<file path="src/rtl/srx_pkg.sv">
package srx_pkg;

    localparam int RX_DATA_W = 8;

    typedef enum logic [2:0] {
        ST_IDLE,
        ST_START,
        ST_DATA,
        ST_PAR,
        ST_STOP1,
        ST_STOP2
    } rx_state_e;

    typedef struct packed {
        logic eight;
        logic par_en;
        logic par_odd;
        logic two_stop;
    } frame_cfg_t;

    typedef struct packed {
        logic [RX_DATA_W-1:0] data;
        logic                 par_err;
        logic                 frm_err;
    } frame_res_t;

    // Parity fails when the total count of ones disagrees with the mode.
    function automatic logic parity_bad(input logic [RX_DATA_W-1:0] d,
                                        input logic pbit,
                                        input logic odd);
        return ((^d) ^ pbit) != odd;
    endfunction

endpackage

</file>
<file path="src/rtl/srx_sync.sv">
module srx_sync #(
    parameter int STAGES = 2
) (
    input  logic clk,
    input  logic rst,
    input  logic din,
    output logic dout
);
    logic [STAGES-1:0] chain;

    always_ff @(posedge clk) begin
        if (rst) chain <= '1;
        else     chain <= {chain[STAGES-2:0], din};
    end

    assign dout = chain[STAGES-1];
endmodule

</file>
<file path="src/rtl/srx_framer.sv">
module srx_framer
    import srx_pkg::*;
#(
    parameter int OSR = 16
) (
    input  logic       clk,
    input  logic       rst,
    input  logic       tick,
    input  logic       line,
    input  frame_cfg_t cfg,
    output logic       done,
    output frame_res_t res
);
    localparam int CW = $clog2(OSR);
    localparam int IW = $clog2(RX_DATA_W);
    localparam logic [CW-1:0] HALF_M1 = CW'(OSR / 2 - 1);
    localparam logic [CW-1:0] FULL_M1 = CW'(OSR - 1);

    rx_state_e             state;
    logic [CW-1:0]         cnt;
    logic [IW-1:0]         bit_idx;
    logic [RX_DATA_W-1:0]  shreg;
    frame_cfg_t            cfg_q;
    logic                  pbit_q;
    logic                  frm_q;
    logic                  armed;

    logic                  at_mid;
    logic [IW-1:0]         last_idx;
    logic [RX_DATA_W-1:0]  aligned;
    frame_res_t            fin_res;

    always_comb begin
        at_mid   = (cnt == FULL_M1);
        last_idx = cfg_q.eight ? IW'(RX_DATA_W - 1) : IW'(RX_DATA_W - 2);
        aligned  = cfg_q.eight ? shreg : {1'b0, shreg[RX_DATA_W-1:1]};
        fin_res.data    = aligned;
        fin_res.par_err = cfg_q.par_en && parity_bad(aligned, pbit_q, cfg_q.par_odd);
        fin_res.frm_err = (state == ST_STOP1) ? !line : frm_q;
    end

    always_ff @(posedge clk) begin
        if (rst) begin
            state   <= ST_IDLE;
            cnt     <= '0;
            bit_idx <= '0;
            shreg   <= '0;
            cfg_q   <= '0;
            pbit_q  <= 1'b0;
            frm_q   <= 1'b0;
            armed   <= 1'b0;
            done    <= 1'b0;
            res     <= '0;
        end else begin
            done <= 1'b0;
            if (tick) begin
                case (state)
                    ST_IDLE: begin
                        if (!line && armed) begin
                            state <= ST_START;
                            cnt   <= CW'(1);
                            cfg_q <= cfg;
                            armed <= 1'b0;
                        end else begin
                            armed <= line;
                        end
                    end
                    ST_START: begin
                        if (cnt == HALF_M1) begin
                            cnt <= '0;
                            if (!line) begin
                                state   <= ST_DATA;
                                bit_idx <= '0;
                            end else begin
                                state <= ST_IDLE;
                            end
                        end else begin
                            cnt <= cnt + 1'b1;
                        end
                    end
                    ST_DATA: begin
                        if (at_mid) begin
                            cnt     <= '0;
                            shreg   <= {line, shreg[RX_DATA_W-1:1]};
                            bit_idx <= bit_idx + 1'b1;
                            if (bit_idx == last_idx)
                                state <= cfg_q.par_en ? ST_PAR : ST_STOP1;
                        end else begin
                            cnt <= cnt + 1'b1;
                        end
                    end
                    ST_PAR: begin
                        if (at_mid) begin
                            cnt    <= '0;
                            pbit_q <= line;
                            state  <= ST_STOP1;
                        end else begin
                            cnt <= cnt + 1'b1;
                        end
                    end
                    ST_STOP1: begin
                        if (at_mid) begin
                            cnt   <= '0;
                            frm_q <= !line;
                            if (cfg_q.two_stop) begin
                                state <= ST_STOP2;
                            end else begin
                                state <= ST_IDLE;
                                done  <= 1'b1;
                                res   <= fin_res;
                            end
                        end else begin
                            cnt <= cnt + 1'b1;
                        end
                    end
                    ST_STOP2: begin
                        if (at_mid) begin
                            cnt   <= '0;
                            state <= ST_IDLE;
                            done  <= 1'b1;
                            res   <= fin_res;
                        end else begin
                            cnt <= cnt + 1'b1;
                        end
                    end
                    default: state <= ST_IDLE;
                endcase
            end
        end
    end
endmodule

</file>
<file path="src/rtl/srx_status.sv">
module srx_status
    import srx_pkg::*;
(
    input  logic                 clk,
    input  logic                 rst,
    input  logic                 done,
    input  frame_res_t           res,
    input  logic                 rd_stb,
    input  logic                 clr_ovr,
    input  logic                 clr_par,
    input  logic                 clr_frm,
    input  logic                 irq_en,
    output logic [RX_DATA_W-1:0] data_q,
    output logic                 full_q,
    output logic                 ovr_q,
    output logic                 par_q,
    output logic                 frm_q,
    output logic                 irq_rx,
    output logic                 irq_err
);
    logic occupied;
    assign occupied = full_q && !rd_stb;

    always_ff @(posedge clk) begin
        if (rst) begin
            data_q <= '0;
            full_q <= 1'b0;
            ovr_q  <= 1'b0;
            par_q  <= 1'b0;
            frm_q  <= 1'b0;
        end else begin
            if (rd_stb)  full_q <= 1'b0;
            if (clr_ovr) ovr_q  <= 1'b0;
            if (clr_par) par_q  <= 1'b0;
            if (clr_frm) frm_q  <= 1'b0;
            if (done) begin
                if (occupied) begin
                    ovr_q <= 1'b1;
                end else begin
                    data_q <= res.data;
                    if (res.par_err) par_q <= 1'b1;
                    if (res.frm_err) frm_q <= 1'b1;
                    if (!res.par_err && !res.frm_err) full_q <= 1'b1;
                end
            end
        end
    end

    assign irq_rx  = irq_en & full_q;
    assign irq_err = irq_en & (ovr_q | par_q | frm_q);
endmodule

</file>
<file path="src/rtl/serial_rx_core.sv">
module serial_rx_core
    import srx_pkg::*;
#(
    parameter int OSR         = 16,
    parameter int SYNC_STAGES = 2
) (
    input  logic                 clk,
    input  logic                 rst,
    input  logic                 line_in,
    input  logic                 os_tick,
    input  logic                 cfg_eight,
    input  logic                 cfg_par_en,
    input  logic                 cfg_par_odd,
    input  logic                 cfg_two_stop,
    input  logic                 cfg_irq_en,
    input  logic                 rd_stb,
    input  logic                 clr_ovr,
    input  logic                 clr_par,
    input  logic                 clr_frm,
    output logic [RX_DATA_W-1:0] rx_data,
    output logic                 rx_full,
    output logic                 ovr_flag,
    output logic                 par_flag,
    output logic                 frm_flag,
    output logic                 irq_rx,
    output logic                 irq_err
);
    logic       line_s;
    logic       frame_done;
    frame_res_t frame_res;
    frame_cfg_t cfg_now;

    assign cfg_now = '{eight: cfg_eight, par_en: cfg_par_en,
                       par_odd: cfg_par_odd, two_stop: cfg_two_stop};

    srx_sync #(.STAGES(SYNC_STAGES)) u_sync (
        .clk  (clk),
        .rst  (rst),
        .din  (line_in),
        .dout (line_s)
    );

    srx_framer #(.OSR(OSR)) u_framer (
        .clk  (clk),
        .rst  (rst),
        .tick (os_tick),
        .line (line_s),
        .cfg  (cfg_now),
        .done (frame_done),
        .res  (frame_res)
    );

    srx_status u_status (
        .clk     (clk),
        .rst     (rst),
        .done    (frame_done),
        .res     (frame_res),
        .rd_stb  (rd_stb),
        .clr_ovr (clr_ovr),
        .clr_par (clr_par),
        .clr_frm (clr_frm),
        .irq_en  (cfg_irq_en),
        .data_q  (rx_data),
        .full_q  (rx_full),
        .ovr_q   (ovr_flag),
        .par_q   (par_flag),
        .frm_q   (frm_flag),
        .irq_rx  (irq_rx),
        .irq_err (irq_err)
    );
endmodule

</file>
<file path="config.mk">
export PLATFORM = sky130hd
export DESIGN_NAME = serial_rx_core
export DESIGN_NICKNAME = d
export VERILOG_FILES = /design/src/rtl/srx_pkg.sv /design/src/rtl/srx_sync.sv /design/src/rtl/srx_framer.sv /design/src/rtl/srx_status.sv /design/src/rtl/serial_rx_core.sv
export SDC_FILE = /design/constraint.sdc
export NUM_CORES = 1
export LEC_CHECK = 0
export BUFFER_PORTS_ARGS = -buffer_cell sky130_fd_sc_hd__buf_2
export CAP_MARGIN = 20
export CORE_AREA = 2 2 92 94
export DETAILED_ROUTE_END_ITERATION = 8
export DIE_AREA = 0 0 94 96
export PLACE_DENSITY = 0.48
export SETUP_SLACK_MARGIN = 0.02
export SLEW_MARGIN = 20
export SYNTH_ARGS = -nofsm -noshare
export SYNTH_HDL_FRONTEND = slang
export SYNTH_SLANG_ARGS = --single-unit
</file>
<file path="constraint.sdc">
create_clock -name clk -period 5.5 [get_ports clk]
set_clock_uncertainty 0.05 [all_clocks]
set_input_delay 0.275 -clock clk [delete_from_list [all_inputs] [get_ports clk]]
set_output_delay 0.275 -clock clk [all_outputs]
set_load 0.01 [all_outputs]
</file>
==> impl_results.md, run 1 <==
- LEAKAGE: 0.000905 µW
- Fin Hold WS: 0.107 ns
- Setup TNS: 0 ns
- CP max-delay cell: a2111oi_4
- Pre-CTS WS: around 3.0 ns
- Average size of a mapped cell: 8.82 µm²
- Total Nets Final: around 300
- Critical-path cell list: ha_1, and3_4, nand2_4, a2111oi_4, buf_4, nor2_1, a211oi_2
- Skew-Pair Late Insertion Delay: ~0.30 ns
- Critical Path RT: roughly 5.7 ns
- Post-CTS setup buffer count: 0
- Worst EP arrival: 2.44 ns
- Critical Setup Path Class: reg2reg
- Sequential area share after synthesis: a little over two fifths
- Die Y-Extent: approximately 96 µm
- Met1 usage: between 10% and 20%
- Gpl congestion: between 0.7 and 0.8
- CP Capture Type: register
- Design Power: roughly 650 µW
- Global route overflow: 0
- DRT Pass-1 Iters: 4
- Footprint of the multi-input gates: between 1000 and 1500 µm²
- # hold bufs at CTS: 0
- Maximum VDD drop: between 0.1 and 0.15 mV
- GR Util met2: between 10% and 20%
- Post-synth EDFFs: 0
- Crit path time final: 2.27 ns
- Final WL: roughly 4600 µm
- Synthesized area: between 2000 and 2500 µm²
- Diodes inserted: 0
- Met3 Usage GRT: under 10%
- Slew Limit Fails: 0
- Synth unique cells: 48
- Post-route DRC: 0
- P_int: between 400 and 500 µW
- Vias in the first global route: between 1500 and 2000
- Switching share of power: 25.9%
- #FFs+latches synth: 50
- Initial core utilization: between 20% and 30%
- Number of vias per cell: approximately 4.7
- Unrepaired setup endpoints after global routing: no
- Area Growth Syn to Fin: 11.7%
- PnR worst setup slack: 3.23 ns
- Asr flop ratio synth: 0%
- Clk sink count: 50
- Core ar.: a little over 8000 µm²
- # rows: 33
- Pwr Density: 247 nW/µm²
- Share of cells above drive strength 1: 17.5%
- Comb power frac: ~8.4%
- Clock buffer count from CTS: 5
- Area occupied by registers: ~1000 µm²
- Final setup viols: 0
- # resized after CTS: 0
- I/O Pins: 27
- CTS Buffer Depth: 2
- Sequential power share: approximately 58%
- Pin count of the biggest net entering global routing: just over 50
- Routed vias: between 1500 and 2000
- Critical Path Fanout Max: 12
- First-pass GRT wire length: just over 8000 µm
- CTS tree: done
- Worst slew margin: 34.8%
- Hold WC Path Type: in2reg
- WL/cell: between 10 and 15 µm
- DRT iter0 DRCs: 70
- # port buffers: 26
- Initial antenna violation count: 0
- Clock transition at the registers of the reported paths: around 0.10 ns
- Final core occ: between 30% and 40%
- Mapped Nets: roughly 280
- Die extent in x: approximately 94 µm
- Root Driver: clkbuf_8
- Clock power frac: between 30% and 40%
- Total GRT Usage: between 10% and 20%
- # H-tree levels: 2
- Final ANT Viol Nets: 0
- Final worst-path cycle share: approximately two fifths
- Fmax: 441 MHz
- Die area: about 9000 µm²
- DP Wirelength: between 3000 and 4000 µm
- MaxCap Viol Count: 0
- Worst-margin pin slew: approximately 0.98 ns
- Most used routing layer: met2
- Fillers: about 860
- Startpoint types: register
- Final Hold Viols: 0
- P_sw: 168 µW
- Crit-path max cell delay: just over 0.6 ns
- Status: completed
- Synthesized instance count: ~270
- Top_reg_cell synth: dfxtp_1
- Ys Warns: 0
## stage by stage
stage / std cells / instance area [µm²]
after detailed placement: 381 / 2520
after global placement: 381 / 2520
final: 390 / 2620
after floorplan: 266 / 2350
after global routing: 390 / 2620
after CTS: 389 / 2610
## kinds of logic (layout without fill, tap and decap cells)
logic type,count (synthesis),after routing,share of synthesized area [%]
fa+ha+maj,2,2,1.07
compound gates,62,62,19.0
flops,50,50,42.7
xor+xnor,10,10,4.32
simple gates,102,102,21.1
buf+inv,24,43,4.96
mux,16,16,6.83
## power groups by stage
stage | registers (µW) | clock network (µW) | logic [µW]
after floorplan | 378 | 0 | 50.3
after global placement | 384 | 0 | 54.5
after detailed placement | 384 | 0 | 54.0
after CTS | 376 | 231 | 54.7
after global routing | 377 | 247 | 60.5
final | 376 | 218 | 54.2
## state kept, by name, summed over array words and instances (netlist names), 2 cells and up
signal	cells
u_framer.state	3
u_status.data_q	8
u_framer.cnt	4
u_framer.bit_idx	3
u_framer.shreg	8
u_framer.res	10
u_sync.chain	2
u_framer.cfg_q	4
## synthesized netlist by cell type (2+ instances only)
cell type / count / area share (%)
dfxtp_1: 50 / 43
nor2_1: 31 / 5.0
a21oi_1: 26 / 5.5
nand2_1: 26 / 4.2
mux2i_1: 16 / 6.8
nand3_1: 14 / 3.0
o21ai_0: 11 / 2.3
xnor2_1: 9 / 3.4
clkbuf_1: 8 / 1.3
inv_1: 8 / 1.3
a211oi_2: 6 / 3.2
nand2b_1: 5 / 1.3
a32oi_1: 3 / 1.1
buf_2: 3 / 0.64
buf_6: 3 / 1.4
nand4_1: 3 / 0.80
nor3_1: 3 / 0.64
or3_1: 3 / 0.80
a211oi_1: 2 / 0.64
a22oi_1: 2 / 0.64
a31oi_1: 2 / 0.53
buf_1: 2 / 0.32
ha_1: 2 / 1.1
nor2b_1: 2 / 0.53
nor3b_1: 2 / 0.64
or2_2: 2 / 0.53
## metal layers
layer | part of all wire (%) | routed length [µm]
met5 | 0 | 0
met4 | 1.0 | 47
met3 | 3.7 | 172
met2 | 42 | 1960
met1 | 53 | 2460
## area by class of cell
cell class                      instances  share of cell area (%)
Multi-Input combinational cell        192                    46.9
Sequential cell                        50                    38.2
Timing Repair Buffer                   27                    5.25
Tap cell                              105                    5.01
Clock buffer                            5                    2.63
Inverter                                8                    1.15
Clock inverter                          3                   0.907
## worst paths after layout
| kind | start | endpoint | slack [ns] | cells after the start |
|---|---|---|---|---|
| worst min register to register | u_sync.chain[0]$_SDFF_PP1_ | u_sync.chain[1]$_SDFF_PP1_ | 0.37 | 1 |
| worst min-delay path | line_in | u_sync.chain[0]$_SDFF_PP1_ | 0.11 | 2 |
| worst max-delay path | u_framer.cnt[0]$_SDFFE_PP0P_ | u_framer.res[8]$_SDFFE_PP0P_ | 3.23 | 7 |
| worst max register to register | u_framer.cnt[0]$_SDFFE_PP0P_ | u_framer.res[8]$_SDFFE_PP0P_ | 3.23 | 7 |
## placed cells by master (no fill, tap or decap), types with 2 or more instances in the layout
cell type / count
or2_2: 2
nand2_1: 26
dfxtp_1: 50
clkinvlp_4: 2
nor2b_1: 2
nand4_1: 3
nand3_1: 14
o21ai_0: 11
xnor2_1: 9
nand2b_1: 5
a32oi_1: 3
ha_1: 2
clkbuf_8: 5
a211oi_2: 6
a22oi_1: 2
a21oi_1: 26
a211oi_1: 2
nor3b_1: 2
buf_2: 26
inv_1: 8
nor3_1: 3
or3_1: 3
a31oi_1: 2
nor2_1: 31
mux2i_1: 16
## critical path: cells and delay by family, from the launching register on
kind            cells  cell delay [ns]
compound gates      2             0.80
simple gates        3             0.42
flops               1             0.37
buf+inv             1             0.31
fa+ha+maj           1             0.24
Power figures use the tool's default switching activity.
==> run 2, diff against run 1 <==
--- a/config.mk
+++ b/config.mk
@@ -10,7 +10,7 @@
 export CORE_AREA = 2 2 92 94
 export DETAILED_ROUTE_END_ITERATION = 8
 export DIE_AREA = 0 0 94 96
-export PLACE_DENSITY = 0.48
+export PLACE_DENSITY = 0.49
 export SETUP_SLACK_MARGIN = 0.02
 export SLEW_MARGIN = 20
 export SYNTH_ARGS = -nofsm -noshare
==> constraint.sdc (replaced) <==
create_clock -name clk -period 1.9 [get_ports clk]
set_clock_uncertainty 0.05 [all_clocks]
set_input_delay 0.095 -clock clk [delete_from_list [all_inputs] [get_ports clk]]
set_output_delay 0.095 -clock clk [all_outputs]
set_load 0.01 [all_outputs]
==> impl_results.md, run 2 (synthesis gave the netlist of run 1 again) <==
- I/O Pins: 27 (unchanged)
- Pin count of the biggest net entering global routing: 31 (was 51)
- Vias in the first global route: 1874 (was 1733)
- Area Growth Syn to Fin: 23.2% (was 11.7%)
- DRT iter0 DRCs: 83 (was 70)
- Maximum VDD drop: 0.241 mV (was 0.116 mV)
- Die extent in x: 94 µm (unchanged)
- Sequential power share: 55.1% (was 58.0%)
- CTS tree: done (unchanged)
- Total GRT Usage: 12.3% (was 11.4%)
- Critical Path Fanout Max: 10 (was 12)
- P_int: 1460 µW (was 480 µW)
- Hold depth: 4 (was 2)
- # rows: 33 (unchanged)
- # port buffers: 26 (unchanged)
- R2R Setup Slk: 0.07 ns (was 3.23 ns)
- Critical-path cell list: ha_4, and3_4, nand2_4, a2111oi_4, bufbuf_16, nand3_1, a21oi_1 (was ha_1, and3_4, nand2_4, a2111oi_4, buf_4, nor2_1, a211oi_2)
- Clock buffer count from CTS: 5 (unchanged)
- CP Capture Type: register (unchanged)
- Fmax: 547 MHz (was 441 MHz)
- First-pass GRT wire length: 8750 µm (was 8260 µm)
- Number of vias per cell: 4.78 (was 4.69)
- Slew Limit Fails: 0 (unchanged)
- DRT Pass-1 Iters: 4 (unchanged)
- Worst EP arrival: 2.02 ns (was 2.44 ns)
- # H-tree levels: 2 (unchanged)
- Top delay family on crit path: compound AO/OA/AOI/OAI gates (unchanged)
- Unrepaired setup endpoints after global routing: yes (was no)
- Critical Setup Path Class: reg2reg (unchanged)
- CP max-delay cell: dfxtp_4 (was a2111oi_4)
- Skew-Pair Late Insertion Delay: 0.31 ns (was 0.30 ns)
- R2R cell count: 7 (unchanged)
- Root Driver: clkbuf_8 (unchanged)
- LEAKAGE: 0.00104 µW (was 0.000905 µW)
- Startpoint types: register (unchanged)
- Clock transition at the registers of the reported paths: 0.10 ns (about the same)
- Cell Count Post-Placement: 396 (was 381)
- Worst Hold Launch: clr_frm (was line_in)
- Final Hold Viols: 0 (unchanged)
- Most flop-heavy register: u_framer.res (unchanged)
- Hold WC Path Type: in2reg (unchanged)
- PnR worst setup slack: 0.0722 ns (was 3.23 ns)
- CP bufs+invs: 1 (unchanged)
- Die area: 9020 µm² (unchanged)
- Share of cells above drive strength 1: 23.3% (was 17.5%)
- Max reg flops: 10 (unchanged)
- Pre-CTS WS: -0.0428 ns (was 2.97 ns)
- Final WL: 5130 µm (was 4640 µm)
- Worst-margin pin slew: 0.609 ns (was 0.978 ns)
- Final worst-path cycle share: 96.2% (was 41.2%)
- Final setup viols: 0 (unchanged)
- Fillers: 860 (was 856)
- Worst R2R Start: u_framer.cnt[0]$_SDFFE_PP0P_ (unchanged)
- Routed vias: 1979 (was 1829)
- Crit-path max cell delay: 0.38 ns (was 0.62 ns)
- Core ar.: 8050 µm² (unchanged)
- Pwr Density: 680 nW/µm² (was 247 nW/µm²)
- Global route overflow: 0 (unchanged)
- Reg2reg end: u_framer.res[1]$_SDFFE_PP0P_ (was u_framer.res[8]$_SDFFE_PP0P_)
- Crit path time final: 1.83 ns (was 2.27 ns)
- Gpl congestion: 0.769 (was 0.770)
- Design Power: 1970 µW (was 648 µW)
- Post-route DRC: 0 (unchanged)
- Initial core utilization: 29.1% (unchanged)
- Initial antenna violation count: 0 (unchanged)
- Total Nets Final: 323 (was 299)
- Switching share of power: 26.0% (was 25.9%)
- Hold EP: u_status.frm_q$_SDFF_PP0_ (was u_sync.chain[0]$_SDFF_PP1_)
- Top Registers: u_framer.res x10, u_framer.shreg x8, u_status.data_q x8 (unchanged)
- Finished Cell Area: 2890 µm² (was 2620 µm²)
- Status: completed (unchanged)
- Clk sink count: 50 (unchanged)
- Clock power frac: 34.8% (was 33.6%)
- Layout Cells excl Fill: 414 (was 390)
- WL/cell: 12.4 µm (was 11.9 µm)
- Worst slew margin: 59.4% (was 34.8%)
- DP Area: 2660 µm² (was 2520 µm²)
- Diodes inserted: 0 (unchanged)
- MaxCap Viol Count: 0 (unchanged)
- P_sw: 510 µW (was 168 µW)
- Comb power frac: 10.2% (was 8.4%)
- Final ANT Viol Nets: 0 (unchanged)
- CTS Buffer Depth: 2 (unchanged)
- Die Y-Extent: 96 µm (unchanged)
- Critical Path RT: 2.09 ns (was 5.67 ns)
- Most frequent cells in the layout: dfxtp_1, nor2_1, nand2_1, a21oi_1, buf_2 (unchanged)
- Most common cell after layout, fill and taps aside: dfxtp_1 (unchanged)
- DP Wirelength: 3570 µm (was 3220 µm)
-- run 2: metal layers --
layer	track usage, %	wire (µm)	up-vias
li1	-	-	1014
met1	16.4	2580	917
met2	19.4	2250	41
met3	2.58	191	7
met4	5.43	97	0
met5	0	0	-
-- run 2: cell type report --
class / count / area (µm²) / area share [%]
multi-input combinational: 192 / 1250 / 43.1
clock buffer: 6 / 82.6 / 2.86
tap: 105 / 131 / 4.55
timing repair buffer: 51 / 375 / 13.0
clock inverter: 2 / 16.3 / 0.563
inverter: 8 / 30.0 / 1.04
sequential: 50 / 1010 / 34.9
-- run 2: worst max-delay path by stage --
stage,start,endpoint,slack (ns),depth (start not counted)
2_1_floorplan,u_framer.cnt[0]$_SDFFE_PP0P_,u_framer.cnt[3]$_SDFFE_PP0P_,0.07,6
6_report,u_framer.cnt[0]$_SDFFE_PP0P_,u_framer.res[1]$_SDFFE_PP0P_,0.07,7
3_3_place_gp,u_framer.cnt[0]$_SDFFE_PP0P_,u_framer.res[0]$_SDFFE_PP0P_,0.001,7
3_5_place_dp,u_framer.cnt[0]$_SDFFE_PP0P_,u_framer.res[0]$_SDFFE_PP0P_,-0.04,7
5_1_grt,u_framer.cnt[0]$_SDFFE_PP0P_,u_framer.res[1]$_SDFFE_PP0P_,0.01,7
4_1_cts,u_framer.state[0]$_SDFFE_PP0P_,u_framer.cnt[2]$_SDFFE_PP0P_,0.05,5
-- run 2: metrics by stage --
step | hold slack, ns | util, % | setup TNS, ns
after global routing | 0.0414 | 35.9 | 0
after CTS | 0.00694 | 35.9 | 0
after floorplan | 0.149 | - | 0
final | 0.0162 | 35.9 | 0
after global placement | 0.230 | 33.0 | 0
after detailed placement | 0.231 | 33.0 | -0.0788
-- run 2: worst reg2reg max path, delay by kind of cell (launching register included) --
| family | cells | cell delay [ns] |
|---|---|---|
| buffers and inverters | 1 | 0.33 |
| adder cells (fa/ha/maj) | 1 | 0.14 |
| AO/OA/AOI/OAI | 2 | 0.48 |
| AND/OR/NAND/NOR | 3 | 0.38 |
| flip-flops | 1 | 0.38 |
-- run 2: power groups by stage --
stage / Sequential (µW) / Clock (µW) / Combinational [µW]
2_1_floorplan: 1090 / 0 / 146
3_3_place_gp: 1110 / 0 / 184
3_5_place_dp: 1110 / 0 / 185
4_1_cts: 1080 / 714 / 197
5_1_grt: 1090 / 752 / 224
6_report: 1080 / 683 / 200
-- run 2: timing repair --
| item | CTS | global route |
|---|---|---|
| gates cloned | 1 | 0 |
| hold endpoints to repair | 7 | 0 |
| hold buffers | 8 | 0 |
| setup buffers | 1 | 1 |
| setup endpoints to repair | 12 | 17 |
| resized for setup | 3 | 6 |
| pin swaps | 1 | 4 |
